`config.mk`:
```
export PLATFORM = sky130hd
export DESIGN_NAME = vsync_mode_det
export DESIGN_NICKNAME = d
export VERILOG_FILES = /design/src/rtl/vmd_pkg.sv /design/src/rtl/vmd_prescaler.sv /design/src/rtl/vmd_frame_meter.sv /design/src/rtl/vmd_mode_filter.sv /design/src/rtl/vsync_mode_det.sv
export SDC_FILE = /design/constraint.sdc
export NUM_CORES = 1
export LEC_CHECK = 0
export ABC_AREA = 1
export CAP_MARGIN = 15
export CORE_MARGIN = 8
export CORE_UTILIZATION = 28
export CTS_CLUSTER_DIAMETER = 30
export DETAILED_ROUTE_END_ITERATION = 7
export SETUP_SLACK_MARGIN = 0.5
export SYNTH_ARGS = -nofsm -noshare
export SYNTH_HDL_FRONTEND = slang
export SYNTH_SLANG_ARGS = --single-unit
```
`constraint.sdc`:
```
create_clock -name clk_i -period 4.7 [get_ports clk_i]
set_input_delay 0.94 -clock clk_i [delete_from_list [all_inputs] [get_ports clk_i]]
set_output_delay 0.94 -clock clk_i [all_outputs]
set_load 0.01 [all_outputs]
```
`src/rtl/vmd_pkg.sv`:
```
package vmd_pkg;
  localparam int VMD_DIV     = 76;
  localparam int VMD_CNT_W   = 12;
  localparam int VMD_HI_TH   = 4080;
  localparam int VMD_LO_TH   = 4032;
  localparam int VMD_PERSIST = 4;
endpackage

```
`src/rtl/vmd_prescaler.sv`:
```
module vmd_prescaler
  import vmd_pkg::*;
#(
  parameter int DIV = VMD_DIV
) (
  input  logic clk_i,
  input  logic rst_ni,
  input  logic en_i,
  output logic tick_o
);
  generate
    if (DIV <= 1) begin : g_pass
      assign tick_o = en_i;
    end else begin : g_div
      localparam int PW = $clog2(DIV);
      logic [PW-1:0] cnt_q;
      assign tick_o = en_i && (cnt_q == PW'(DIV - 1));
      always_ff @(posedge clk_i or negedge rst_ni) begin
        if (!rst_ni)   cnt_q <= '0;
        else if (en_i) cnt_q <= tick_o ? '0 : cnt_q + PW'(1);
      end
    end
  endgenerate
endmodule

```
`src/rtl/vmd_frame_meter.sv`:
```
module vmd_frame_meter
  import vmd_pkg::*;
#(
  parameter int CNT_W = VMD_CNT_W,
  parameter int HI_TH = VMD_HI_TH
) (
  input  logic             clk_i,
  input  logic             rst_ni,
  input  logic             vsync_i,
  input  logic             tick_i,
  output logic             evt_o,
  output logic             tout_o,
  output logic [CNT_W-1:0] meas_o,
  output logic             pol_o
);
  localparam logic [CNT_W-1:0] CNT_MAX = '1;
  localparam logic [CNT_W-1:0] HI_V    = CNT_W'(HI_TH);

  logic             vs_q, vs_qq, pol_q;
  logic [CNT_W-1:0] cnt_q, prev_q, cnt_inc, qtr;
  logic             frm_edge, hit_to, hit_qtr;

  always_comb begin
    // frame boundary = start of the active phase per current polarity
    frm_edge = pol_q ? (vs_qq & ~vs_q) : (vs_q & ~vs_qq);
    cnt_inc  = (cnt_q == CNT_MAX) ? cnt_q : cnt_q + CNT_W'(1);
    qtr      = ((prev_q >> 2) == '0) ? CNT_W'(1) : (prev_q >> 2);
    hit_to   = tick_i && !frm_edge && (cnt_inc >= HI_V);
    hit_qtr  = tick_i && (cnt_inc == qtr);
  end

  always_ff @(posedge clk_i or negedge rst_ni) begin
    if (!rst_ni) begin
      vs_q   <= 1'b0;
      vs_qq  <= 1'b0;
      pol_q  <= 1'b0;
      cnt_q  <= '0;
      prev_q <= '0;
      meas_o <= '0;
      pol_o  <= 1'b0;
      evt_o  <= 1'b0;
      tout_o <= 1'b0;
    end else begin
      vs_q   <= vsync_i;
      vs_qq  <= vs_q;
      evt_o  <= 1'b0;
      tout_o <= 1'b0;
      if (frm_edge) begin
        evt_o  <= 1'b1;
        meas_o <= cnt_q;
        pol_o  <= pol_q;
        prev_q <= cnt_q;
        cnt_q  <= tick_i ? CNT_W'(1) : '0;
      end else if (hit_to) begin
        tout_o <= 1'b1;
        meas_o <= HI_V;
        prev_q <= HI_V;
        cnt_q  <= '0;
      end else begin
        if (tick_i) cnt_q <= cnt_inc;
        if (hit_qtr) pol_q <= vs_q;
      end
    end
  end
endmodule

```
`src/rtl/vmd_mode_filter.sv`:
```
module vmd_mode_filter
  import vmd_pkg::*;
#(
  parameter int CNT_W   = VMD_CNT_W,
  parameter int LO_TH   = VMD_LO_TH,
  parameter int PERSIST = VMD_PERSIST
) (
  input  logic             clk_i,
  input  logic             rst_ni,
  input  logic             evt_i,
  input  logic             tout_i,
  input  logic [CNT_W-1:0] meas_i,
  input  logic             pol_i,
  output logic [CNT_W-1:0] period_o,
  output logic             pol_o,
  output logic             present_o,
  output logic             irq_o
);
  localparam int RW = $clog2(PERSIST + 1);
  localparam logic [CNT_W-1:0] LO_V = CNT_W'(LO_TH);
  localparam int MW = CNT_W + 2;

  logic [MW-1:0] cur, cand, tcand, last_q;
  logic [RW-1:0] run_q;
  logic          cand_pres;

  always_comb begin
    cand_pres = (meas_i < LO_V) ? 1'b1 : present_o;
    cur       = {period_o, pol_o, present_o};
    cand      = {meas_i, pol_i, cand_pres};
    tcand     = {meas_i, pol_o, 1'b0};
  end

  always_ff @(posedge clk_i or negedge rst_ni) begin
    if (!rst_ni) begin
      period_o  <= '0;
      pol_o     <= 1'b0;
      present_o <= 1'b0;
      irq_o     <= 1'b0;
      last_q    <= '0;
      run_q     <= '0;
    end else begin
      irq_o <= 1'b0;
      if (tout_i) begin
        run_q <= '0;
        if (tcand != cur) begin
          {period_o, pol_o, present_o} <= tcand;
          irq_o <= 1'b1;
        end
      end else if (evt_i) begin
        if (cand == cur) begin
          run_q <= '0;
        end else if (run_q != '0 && cand == last_q) begin
          if (run_q == RW'(PERSIST - 1)) begin
            {period_o, pol_o, present_o} <= cand;
            irq_o <= 1'b1;
            run_q <= '0;
          end else begin
            run_q <= run_q + RW'(1);
          end
        end else begin
          last_q <= cand;
          run_q  <= RW'(1);
        end
      end
    end
  end
endmodule

```
`src/rtl/vsync_mode_det.sv`:
```
module vsync_mode_det
  import vmd_pkg::*;
#(
  parameter int DIV     = VMD_DIV,
  parameter int CNT_W   = VMD_CNT_W,
  parameter int HI_TH   = VMD_HI_TH,
  parameter int LO_TH   = VMD_LO_TH,
  parameter int PERSIST = VMD_PERSIST
) (
  input  logic             clk_i,
  input  logic             rst_ni,
  input  logic             vsync_i,
  input  logic             base_en_i,
  output logic [CNT_W-1:0] period_o,
  output logic             pol_o,
  output logic             present_o,
  output logic             irq_o
);
  logic             tick_w, evt_w, tout_w, fpol_w;
  logic [CNT_W-1:0] meas_w;

  vmd_prescaler #(.DIV(DIV)) u_pre (
    .clk_i (clk_i),
    .rst_ni(rst_ni),
    .en_i  (base_en_i),
    .tick_o(tick_w)
  );

  vmd_frame_meter #(.CNT_W(CNT_W), .HI_TH(HI_TH)) u_meter (
    .clk_i  (clk_i),
    .rst_ni (rst_ni),
    .vsync_i(vsync_i),
    .tick_i (tick_w),
    .evt_o  (evt_w),
    .tout_o (tout_w),
    .meas_o (meas_w),
    .pol_o  (fpol_w)
  );

  vmd_mode_filter #(.CNT_W(CNT_W), .LO_TH(LO_TH), .PERSIST(PERSIST)) u_filt (
    .clk_i    (clk_i),
    .rst_ni   (rst_ni),
    .evt_i    (evt_w),
    .tout_i   (tout_w),
    .meas_i   (meas_w),
    .pol_i    (fpol_w),
    .period_o (period_o),
    .pol_o    (pol_o),
    .present_o(present_o),
    .irq_o    (irq_o)
  );
endmodule

```
==> results.txt, run 1 <==
Once the floorplan was initialized, standard cells occupied 28.33% of the core. The number of different library cells in the post-synthesis netlist was 33. The number of iterations in the first detailed-routing pass came out at 5.

Type of the most critical hold path: register to register. The sort of element at the start of the critical path was a primary input. The run gives 0 as the final antenna diode count. After global routing, the most crowded layer is met2. The net count of the finished layout is 532.

The tools report the number of antenna violations at the first check in global routing as 0. For the clock latency of the later-clocked register in the worst-skew pair, the log shows 0.33 ns. The height of the die was 134.1 um. The H-tree was split into 3 levels. For this run, the top clock speed supported by timing is 380.2 MHz. Dividing the detail-routed via count by the number of cells gives 4.662. Maximum fanout encountered on the critical timing path: 9.

TritonCTS built the clock tree. The final count of hold timing violations was 0; the post-CTS clock slew at the launch and capture registers of the worst setup and hold paths was 0.05 ns. The number of design rule violations left after detail routing is 0. In this run the horizontal extent of the chip is 134.1 um. For the maximum buffer depth of the clock tree, the log shows 2.

The average instance in the mapped netlist occupies 7.652 sq um. Root buffer cell: sky130_fd_sc_hd__clkbuf_16. The final critical path takes up 55.96% of the cycle. The cell area after placement is 0.004228 sq mm, and the remaining antenna violation count after routing is 0.

After layout, the minimum clock period comes to 2.630 ns. After detailed routing, the average wire length per cell comes to 13.43 um. The Yosys step of the flow raised 0 warnings. The region available for standard cell placement spans 0.01377 sq mm. The run finished with clean final reports.

The type of the worst setup path is primary input to register. The overall power consumption was 1.631 mW; the met1 usage was 14.80%. The logs give 0.4320 mW for the net load switching power and 3,115 for the number of global-route vias before repair. Leaving out fill and tap cells, the most frequent cell in the layout is sky130_fd_sc_hd__nand2_1. Number of violations reported at the end of detailed-routing iteration 0: 246.

After clock tree synthesis, the setup repair step added 0 buffers. The mapped cell area is 0.003902 sq mm, and the routed wire length is 9.506 mm. The run gives 9 as the CTS buffer count. For the pin with the worst max-slew slack, the measured transition is 0.9753 ns.

The layout has 1,454 filler cells. The final-layout setup total negative slack is 0 ns, and the share of final-layout standard cells stronger than drive strength 1 is 7.576%. The data arrival time of the critical path was 2.82 ns; the proportion of power drawn by combinational gates was 12.7%.

The number of port buffers came out at 18. The logs give 0.01797 sq mm for the die area and 44.24% for the sequential share of the synthesized area. The met3 capacity usage during global routing was 2.917%. The internal power of the cells totals 1.199 mW.

Synthesis produced 510 cells. Summed over all layers, the global routing overflow is 0. The run gives 0.005975 ns as the final setup skew. The number of standard-cell rows in the floorplan was 43; the number of sinks on the clock net was 69. Ranked by total cell area, the synthesized netlist is headed by sky130_fd_sc_hd__dfrtp_1, sky130_fd_sc_hd__nand2_1, sky130_fd_sc_hd__inv_1, sky130_fd_sc_hd__nand3_1, sky130_fd_sc_hd__nor2_1.

Max-cap violations in this run came to 0. The switching power as a share of total power came out at 26.49%. The library cells used most frequently in the layout, excluding fill and tap cells, are sky130_fd_sc_hd__nand2_1, sky130_fd_sc_hd__dfrtp_1, sky130_fd_sc_hd__inv_1.

STA classifies the critical path endpoint as a register. At the end of routability-driven placement, the weighted congestion stood at 0.8940. For this run, the share of the core covered by cells in the final layout is 32.98%. The count of pins on the block boundary is 19, and the wire length of the first global-routing pass is 15.88 mm. Biggest area consumer among synthesized cells: sky130_fd_sc_hd__dfrtp_1. For the pin count of the biggest net entering global routing, the log shows 44. The share of total power in sequential cells was 43.3%; the met2 track utilization from global routing was 16.89%.

The worst slew slack as a fraction of its limit is 34.98%. Power spread over the standard cell area amounts to 359.0 mW/mm^2. The tools report the number of slew-limit violations in the final report as 0.

Hold repair after CTS inserted 0 buffers. After routing the design area is 0.004542 sq mm. Setup repair after global routing left no endpoint under its margin. The setup-violating endpoint count in the final report was 0. Summed over all cells, the static leakage comes to 2.157 nW. The smallest hold slack was 0.4570 ns; the global-route usage over all layers was 11.02%. The synthesis-to-layout area growth was 16.38%; the fraction of power consumed by the clock network was 44.1%. The wire-length estimate of the detail-placed layout is 7.143 mm. Across the VDD grid, the largest voltage drop is 0.0001950 V. For the total nets after synthesis, the log shows 518. After synthesis the netlist holds a flip-flop and latch count of 69. The overall via count from detail_route is 3,301. The top-area cell type share of the netlist area was 44.24%. STA puts the critical path data required time at 4.89 ns. Gates resized during post-CTS repair numbered 0.
-- path summary, 6_finish.rpt --
kind	from	to	slack (ns)	depth (start not counted)
worst max-delay path	base_en_i	u_meter.cnt_q[8]	2.07	10
worst min-delay path	u_meter.vs_q	u_meter.vs_qq	0.46	0
worst max register to register	u_meter.cnt_q[1]	u_meter.cnt_q[8]	2.16	10
worst min register to register	u_meter.vs_q	u_meter.vs_qq	0.46	0
max in group asynchronous	rst_ni	u_meter.cnt_q[9]	3.00	2
min in group asynchronous	rst_ni	u_filt.irq_o	0.77	1
-- cell type report --
cell class	instances	area [sq um]	area share, %
Multi-Input combinational cell	355	1831	40.30
Sequential cell	69	1727	38.02
Inverter	70	262.8	5.785
Clock buffer	10	239.0	5.262
Tap cell	180	225.2	4.959
Timing Repair Buffer	19	182.7	4.022
Clock inverter	5	75.07	1.653
-- routing by layer --
| layer | routed length (um) | up-vias | share of wire [%] |
|---|---|---|---|
| li1 | - | 1675 | - |
| met1 | 4652 | 1555 | 49 |
| met2 | 4290 | 67 | 45 |
| met3 | 488 | 4 | 5.1 |
| met4 | 74 | 0 | 0.78 |
| met5 | 0 | - | 0 |
-- critical path: stages --
cell and delay (ns):
sky130_fd_sc_hd__clkdlybuf4s50_1 0.59, sky130_fd_sc_hd__nand4_1 0.12, sky130_fd_sc_hd__nor2_1 0.25, sky130_fd_sc_hd__nand2_1 0.12, sky130_fd_sc_hd__a21oi_1 0.13, sky130_fd_sc_hd__nand2_1 0.11
sky130_fd_sc_hd__nor2_4 0.15, sky130_fd_sc_hd__nand2_4 0.12, sky130_fd_sc_hd__nand2_1 0.18, sky130_fd_sc_hd__o22ai_1 0.10
-- through the flow --
step	setup WS (ns)	cells
6_report	2.070	708
5_1_grt	1.909	708
4_1_cts	2.078	708
3_5_place_dp	1.719	693
3_3_place_gp	1.800	693
2_1_floorplan	2.637	510
-- registers in the layout, summed over array words and instances (netlist names) --
signal / cells
u_filt.irq_o: 1
u_filt.last_q: 14
u_filt.period_o: 12
u_filt.pol_o: 1
u_filt.present_o: 1
u_filt.run_q: 3
u_meter.cnt_q: 12
u_meter.evt_o: 1
u_meter.meas_o: 12
u_meter.pol_o: 1
u_meter.pol_q: 1
u_meter.tout_o: 1
u_meter.vs_q: 1
u_meter.vs_qq: 1
u_pre.g_div.cnt_q: 7
-- power groups by stage --
stage / registers [mW] / clock network, mW / logic [mW]
2_1_floorplan: 0.688 / 0 / 0.173
3_3_place_gp: 0.714 / 0 / 0.200
3_5_place_dp: 0.715 / 0 / 0.208
4_1_cts: 0.705 / 0.737 / 0.209
5_1_grt: 0.712 / 0.770 / 0.241
6_report: 0.706 / 0.718 / 0.206
-- synthesized netlist by cell type --
cell type / instances
sky130_fd_sc_hd__nand2_1: 137
sky130_fd_sc_hd__dfrtp_1: 69
sky130_fd_sc_hd__inv_1: 65
sky130_fd_sc_hd__nand3_1: 48
sky130_fd_sc_hd__nor2_1: 42
sky130_fd_sc_hd__o21ai_0: 16
sky130_fd_sc_hd__nand4_1: 14
sky130_fd_sc_hd__o21ai_1: 14
sky130_fd_sc_hd__a21oi_1: 12
sky130_fd_sc_hd__buf_2: 12
sky130_fd_sc_hd__xor2_1: 12
sky130_fd_sc_hd__o22ai_1: 10
sky130_fd_sc_hd__a22oi_1: 8
sky130_fd_sc_hd__xnor2_1: 8
sky130_fd_sc_hd__nor3_1: 7
sky130_fd_sc_hd__inv_2: 5
sky130_fd_sc_hd__nor2_4: 5
sky130_fd_sc_hd__ha_1: 4
sky130_fd_sc_hd__clkbuf_1: 3
sky130_fd_sc_hd__nand2_4: 2
sky130_fd_sc_hd__nand3_2: 2
sky130_fd_sc_hd__nor2_2: 2
sky130_fd_sc_hd__nor4_1: 2
sky130_fd_sc_hd__o21bai_1: 2
sky130_fd_sc_hd__a21oi_2: 1
sky130_fd_sc_hd__a21oi_4: 1
sky130_fd_sc_hd__buf_6: 1
sky130_fd_sc_hd__nand2_2: 1
sky130_fd_sc_hd__nand3_4: 1
sky130_fd_sc_hd__nand3b_1: 1
sky130_fd_sc_hd__nand3b_4: 1
sky130_fd_sc_hd__nor3_4: 1
sky130_fd_sc_hd__or2_2: 1
-- cells by family (layout without fill, tap and decap cells) --
| logic type | after synthesis | after routing | synth area share, % |
|---|---|---|---|
| AND/OR/NAND/NOR | 267 | 267 | 31.58 |
| buffers and inverters | 86 | 104 | 8.849 |
| flip-flops | 69 | 69 | 44.25 |
| AO/OA/AOI/OAI | 64 | 64 | 9.555 |
| XOR/XNOR | 20 | 20 | 4.489 |
| adder cells (fa/ha/maj) | 4 | 4 | 1.283 |
Power figures use the tool's default switching activity.
==> inputs of run 2 (changes only) <==
==> constraint.sdc (replaced) <==
create_clock -name clk_i -period 2.6 [get_ports clk_i]
set_input_delay 0.52 -clock clk_i [delete_from_list [all_inputs] [get_ports clk_i]]
set_output_delay 0.52 -clock clk_i [all_outputs]
set_load 0.01 [all_outputs]
==> run 2 against run 1 <==
Against the previous run: final cell count up 4.5%; sequential share of layout area decreased by 3.3 points; design area up 10%; sequential power is 81% higher; global-route usage is 1.0 points higher; via count up 9.6%; worst setup slack lost 1.6 ns; clock power is 100% higher; count of clock-buffer cells in the layout unchanged; clock skew down 0.00076 ns; non-clock buffer count is 26 higher; combinational power grew 91%.
==> results.txt, run 2 (synthesis results as in run 1) <==
The run gives 0 as the number of hold buffers added after CTS. Final setup skew: 0.005211 ns. 19 I/O pins were placed. Leading cell type in the layout, fill and taps excluded: sky130_fd_sc_hd__nand2_1. The worst setup path is launched from a register. The number of slew-limit violations in the final report is 0, and the average wire per cell in the routed design is 14.58 um. The final-layout setup total negative slack was 0 ns; the ratio of final minimum period to clock period was 81.22%.

The number of antenna violations at the first check in global routing was 0. After the last flow step, the layout net total stands at 563. The initial core utilization came out at 28.33%. The number of design rule violations left after detail routing came out at 0.

Depth of the most critical reg-to-reg path: 10. After legalization and detailed placement, the total HPWL measured 7.349 mm. For this design, the sink count on the clock tree is 69. The endpoint identified for the worst register-to-register timing path is u_meter.cnt_q[1]. The cell total after placement was 699.

The clock passes through at most 2 buffers. In the layout the commonest cells are sky130_fd_sc_hd__nand2_1, sky130_fd_sc_hd__inv_1, sky130_fd_sc_hd__dfrtp_1. The critical path in this run is classified as register to register. The final RePlAce weighted congestion came out at 0.8637. The post-CTS clock slew at the launch and capture registers of the worst setup and hold paths is 0.06 ns, and the maximum fanout encountered on the critical timing path is 8. The worst path needs 2.112 ns of the cycle, external delays included. The logs give 2.322 nW for the reported leakage power and 0 for the final count of hold timing violations. The pin count of the biggest net entering global routing was 48; the actual transition at the worst max-transition pin was 0.5540 ns.

The worst setup path is captured at a register. The data arrival time of the critical path was 2.31 ns. The logs give 0.01797 sq mm for the die area and 17.43 mm for the wire length of the first global-routing pass. The clock latency of the later-clocked register in the worst-skew pair is 0.33 ns.

Worst setup path startpoint: u_meter.cnt_q[1]. The global-route usage over all layers is 12.06%. The run gives 3,617 as the overall via count from detail_route. The synthesis-to-layout area growth came out at 28.02%.

The post-route netlist has 18.39% of its cells at a drive strength greater than 1. The height of the die was 134.1 um. The count of buffers added on input and output ports is 18. The routed wire length is 10.79 mm. The core region is 0.01377 sq mm. u_filt.last_q holds more flip-flops than any other register.

Setup violations remaining at the end of the flow were counted as 0. Source of the worst register-to-register timing path: u_meter.cnt_q[1]. The count of nets left with antenna violations once routing finished came out at 0. The total congestion overflow came out at 0. The register with the most flip-flops in the layout has 14 of them. Worst IR drop on VDD: 0.0003539 V. The average via count per standard cell was 4.888. The flow ran to the end, and the final reports show no timing, DRC or antenna violations. The finished layout holds 740 standard cells, fillers aside. Data on the critical path is required at its endpoint by 2.80 ns.

The number of iterations in the first detailed-routing pass is 6, and the number of global-route vias before repair is 3,545. Peak clock frequency supported by timing: 473.5 MHz. The cell area power density is 621.9 mW/mm^2.

Setup repair after global routing could not meet its margin everywhere. The tool flagged a number of max-cap violations equal to 0. For the number of violations reported at the end of detailed-routing iteration 0, the log shows 279. TritonCTS built the clock tree. Headroom to the max-slew limit came out at 62.93%. In this run the worst hold path is classified as primary input to async pin.

The number of antenna diodes in the final layout is 0. The tools report the reg2reg setup slack as 0.49 ns. CTS placed an instance of sky130_fd_sc_hd__clkbuf_16 at the clock tree root.

For the number of standard-cell rows in the floorplan, the log shows 43. For the CTS buffer count, the log shows 9. Measured along the x axis, the die boundary spans 134.1 um. The level count of the clock H-tree is 3.
-- run 2: cell count changes in the layout (fill, tap and decap cells not counted), moves of 3 or more --
| cell | delta |
|---|---|
| sky130_fd_sc_hd__buf_4 | +24 |
| sky130_fd_sc_hd__dfrtp_2 | +6 |
| sky130_fd_sc_hd__nand2_2 | +6 |
| sky130_fd_sc_hd__nand2_1 | -10 |
| sky130_fd_sc_hd__nor2_1 | -6 |
| sky130_fd_sc_hd__dfrtp_1 | -6 |
| sky130_fd_sc_hd__nand2_4 | +5 |
| sky130_fd_sc_hd__nand3_2 | +3 |
| sky130_fd_sc_hd__nor2_4 | +3 |
| sky130_fd_sc_hd__nor2_2 | +3 |
-- run 2: worst max-delay path, stage by stage, from the launching register on --
cell	delay [ns]
sky130_fd_sc_hd__dfrtp_1	0.38
sky130_fd_sc_hd__ha_2	0.22
sky130_fd_sc_hd__nand2_2	0.07
sky130_fd_sc_hd__nor2_4	0.21
sky130_fd_sc_hd__nand3_4	0.23
sky130_fd_sc_hd__a21oi_2	0.21
sky130_fd_sc_hd__nand2_2	0.09
sky130_fd_sc_hd__nor2_4	0.21
sky130_fd_sc_hd__nand2_4	0.11
sky130_fd_sc_hd__nand2_2	0.15
sky130_fd_sc_hd__o22ai_1	0.10
-- run 2: cell type report --
| cell class | count | area [sq um] |
|---|---|---|
| fillers | 1456 | 8777 |
| multi-input cells | 360 | 2031 |
| flip-flops and latches | 69 | 1734 |
| repair buffers | 45 | 394.1 |
| inverters | 70 | 262.8 |
| clock buffers | 10 | 239.0 |
| well taps | 180 | 225.2 |
| clock inverters | 6 | 110.1 |
-- run 2: layer usage --
layer  GRT usage [%]  vias to the layer above  part of all wire (%)
met3           3.403                       26                   6.3
met4           5.240                        0                   2.6
met1           15.24                     1725                    46
li1                -                     1745                     -
met5               0                        -                     0
met2           18.82                      121                    45
-- run 2: power by group --
group | switching (mW) | total [mW] | internal, mW
combinational | 0.245 | 0.393 | 0.148
sequential | 0.101 | 1.28 | 1.18
clock | 0.476 | 1.44 | 0.961
-- run 2: repair_timing --
item,4_1_cts,5_1_grt
setup buffers,7,13
gates resized for setup,13,31
cloned,1,4
pin swaps,1,19
setup endpoints to repair,54,52
-- run 2: how the worst max path moves through the flow --
stage / endpoint / slack (ns) / cells after the start
global placement: u_meter.cnt_q[11] / 0.32 / 10
CTS: u_meter.pol_q / 0.51 / 12
global route: u_meter.cnt_q[8] / 0.37 / 10
finish: u_meter.cnt_q[1] / 0.49 / 10
floorplan: u_meter.pol_q / 0.68 / 13
detailed placement: u_meter.cnt_q[1] / 0.23 / 10
-- run 2: per-stage QoR --
step | util (%) | hold slack [ns] | area, sq um | setup WS [ns] | total power [mW]
2_1_floorplan | - | 0.2244 | 3902 | 0.6823 | 1.557
3_3_place_gp | 31.11 | 0.4575 | 4285 | 0.3236 | 1.663
3_5_place_dp | 31.11 | 0.4651 | 4285 | 0.2283 | 1.679
4_1_cts | 34.47 | 0.1898 | 4748 | 0.5096 | 3.134
5_1_grt | 36.27 | 0.2179 | 4996 | 0.3671 | 3.264
6_report | 36.27 | 0.1666 | 4996 | 0.4882 | 3.107
==> inputs of run 3 (changes only) <==
==> constraint.sdc (replaced) <==
create_clock -name clk_i -period 2 [get_ports clk_i]
set_input_delay 0.4 -clock clk_i [delete_from_list [all_inputs] [get_ports clk_i]]
set_output_delay 0.4 -clock clk_i [all_outputs]
set_load 0.01 [all_outputs]
==> run 3 against run 2 <==
Against the previous run: fmax rose by 7.0%; first-iteration DRC count fell by 15%; count of clock-buffer cells in the layout did not move; register-to-register slack got worse by 0.46 ns; critical path depth rose by 1; critical endpoint is now u_filt.period_o[7]; highest routed layer unchanged.
==> results.txt, run 3 (synthesis results as in run 1) <==
The run finished with clean final reports. Setup repair after global routing could not meet its margin everywhere. In this run the deepest clock path goes through 2 buffers. Dividing the detail-routed wire length by the instance count gives 14.84 um.

The maximum fanout encountered on the critical timing path is 7, and the peak clock frequency supported by timing is 506.8 MHz. Measured against its own limit, the worst slew margin works out to 63.74%. Among all stages on the critical path, the largest delay is contributed by sky130_fd_sc_hd__dfrtp_1. Floorplan core area: 0.01377 sq mm. The run gives 3.938 mW as the overall power consumption. The run gives 0 as the remaining antenna violation count after routing. Row generation in the floorplan step produced 43 rows.

The startpoint identified for the worst register-to-register timing path is u_meter.meas_o[8]. For this design the static power due to leakage is 2.941 nW. The number of antenna violations at the first check in global routing was 0; the depth of the most critical reg-to-reg path was 11. Dividing the final minimum period by the clock period gives 98.65%. Share of final-layout standard cells stronger than drive strength 1: 43.08%. The sort of element at the start of the critical path was a register.

Cell family with the largest share of critical-path delay: simple AND/OR/NAND/NOR gates. The tools report the final RePlAce weighted congestion as 0.9092. Once layout is complete, the utilization of the core stands at 45.00%.

The number of global-route vias before repair was 4,003. Max-cap violations in this run came to 0. The tools report the setup-violating endpoint count in the final report as 0. In this run the critical register-to-register path is captured at u_filt.period_o[7]. Across every metal layer, demand over resource in global routing totals 13.83%.

In this run the clock root is driven by a sky130_fd_sc_hd__clkbuf_16. Once layout is complete, the cells apart from fillers number 830. The number of design rule violations left after detail routing was 0; the chip width was 134.1 um.

For the cell total after placement, the log shows 764. Summed over all nets, the switching power comes to 1.216 mW. For the number of slew-limit violations in the final report, the log shows 0. The post-CTS clock slew at the launch and capture registers of the worst setup and hold paths came out at 0.06 ns. Internal power comes to 2.722 mW. The number of port buffers came out at 18. In the layout the commonest cells are sky130_fd_sc_hd__nand2_1, sky130_fd_sc_hd__buf_4, sky130_fd_sc_hd__dfrtp_1. Routed length on met2: 6.160 mm. The run gives 0.35 ns as the clock latency of the later-clocked register in the worst-skew pair. Walking the worst path, the cells encountered are buf_6 > nand2_1 > nand4_1 > nor3_2 > nand3b_4 > nor2_4 > nand3_4 > buf_12 > nand2_8 > nand2_1 > nand2_1.

The final setup skew was 0.008298 ns; the count of nets after finishing was 653. 0 antenna diodes ended up in the layout. The average via count per standard cell was 4.777; the CTS buffer count was 9. The detailed router finished its first iteration with 236 violations. The reg2reg setup slack was 0.03 ns.

Number of sinks on the clock net: 69. The total congestion overflow was 0; the data arrival time of the critical path was 2.26 ns. The run gives 0 as the final count of hold timing violations. Entering global routing, the biggest net connects 37 pins. Of the total power, registers draw 41.9%. The routed wire length came out at 12.32 mm.

Across the VDD grid, the largest voltage drop is 0.0004019 V. From synthesis to final layout, the design area changed by 58.83%. The number of buffers and inverters on the critical path is 2. The die area is 0.01797 sq mm, and the delay of the slowest cell on the worst path is 0.42 ns. The number of hold buffers added after CTS is 0, and the wire length of the first global-routing pass is 19.87 mm. Of the total power, the share spent switching nets is 30.87%. More flip-flops sit in one register than any other, and that register is u_filt.last_q. The register with the most flip-flops in the layout has 14 of them.

The cell area power density works out to 635.4 mW/mm^2. TritonCTS built the clock tree. Per report_power, the combinational group accounts for 20.2% of the total. The top layer reached by signal wires is met4. The pre-antenna-repair detailed-routing pass consisted of 5 iterations. For the overall via count from detail_route, the log shows 3,965. The routed design could run at a clock period as short as 1.973 ns. The tightest min-delay check is of the primary input to async pin type. The leading cell type in the layout, fill and taps excluded was sky130_fd_sc_hd__nand2_1. The logs give 7.969 mm for the estimated wirelength of the detail-placed design and 19 for the count of pins on the block boundary. For the level count of the clock H-tree, the log shows 3. The height of the die came out at 134.1 um. The cell that appears most often on the critical path is sky130_fd_sc_hd__nand2_1. For the worst setup path, the data required time is 2.28 ns. STA classifies the critical path endpoint as a register. Once the floorplan was initialized, standard cells occupied 28.33% of the core. The setup path with the least slack is of type register to register.

The logs give 37.9% for the fraction of power consumed by the clock network and 629 um for the routed wire length on met3. The wire length on met1 was 5.332 mm; the actual transition at the worst max-transition pin was 0.5440 ns.
[run 3: cell count changes in the layout (fill, tap and decap cells not counted), sizes merged, moves of 2 or more]
cell / change
buf: +90
bufinv: -3
clkbuf: +2
clkdlybuf4s50: -16
clkinv: +3
dlygate4sd2: +13
nand3: -2
[run 3: worst max-delay path by stage]
| stage | startpoint | endpoint | cells after the start |
|---|---|---|---|
| global route | u_meter.cnt_q[1] | u_meter.pol_q | 14 |
| detailed placement | base_en_i | u_meter.cnt_q[10] | 10 |
| global placement | base_en_i | u_meter.cnt_q[1] | 10 |
| finish | u_meter.meas_o[8] | u_filt.period_o[7] | 11 |
| CTS | u_meter.cnt_q[0] | u_meter.pol_q | 16 |
| floorplan | u_meter.cnt_q[1] | u_meter.pol_q | 12 |
[run 3: power groups by stage]
stage | combinational [mW] | clock [mW] | sequential, mW
after floorplan | 0.440 | 0 | 1.62
after global placement | 0.586 | 0 | 1.66
after detailed placement | 0.604 | 0 | 1.66
after CTS | 0.682 | 1.53 | 1.64
after global routing | 0.885 | 1.59 | 1.67
final | 0.796 | 1.49 | 1.65
[run 3: metal layers]
layer	GRT usage, %	up-vias
li1	-	1923
met1	16.65	1935
met2	22.98	89
met3	4.338	18
met4	4.429	0
met5	0	-
[run 3: area by class of cell]
| class | instances | area (sq um) |
|---|---|---|
| inverter | 70 | 265.3 |
| multi-input combinational | 359 | 2401 |
| sequential | 69 | 1735 |
| timing repair buffer | 136 | 1292 |
| fill | 1319 | 7575 |
| tap | 180 | 225.2 |
| clock inverter | 6 | 50.05 |
| clock buffer | 10 | 229.0 |
[run 3: repair_timing]
item,CTS,global route
gates resized for setup,88,81
cloned,6,1
pin swaps,24,23
setup endpoints to repair,74,65
setup buffers,20,23
[run 3: per-stage QoR]
stage               setup WS [ns]  TNS, ns  hold WS [ns]  area, sq um
floorplan                  0.1189        0        0.1044         4058
global placement         -0.08442  -0.7264        0.4142         4902
detailed placement       -0.09587  -0.7517        0.4154         4902
CTS                       0.07624        0       0.04524         5692
global route             -0.09810   -1.244       0.06848         6198
finish                    0.02692        0       0.03268         6198
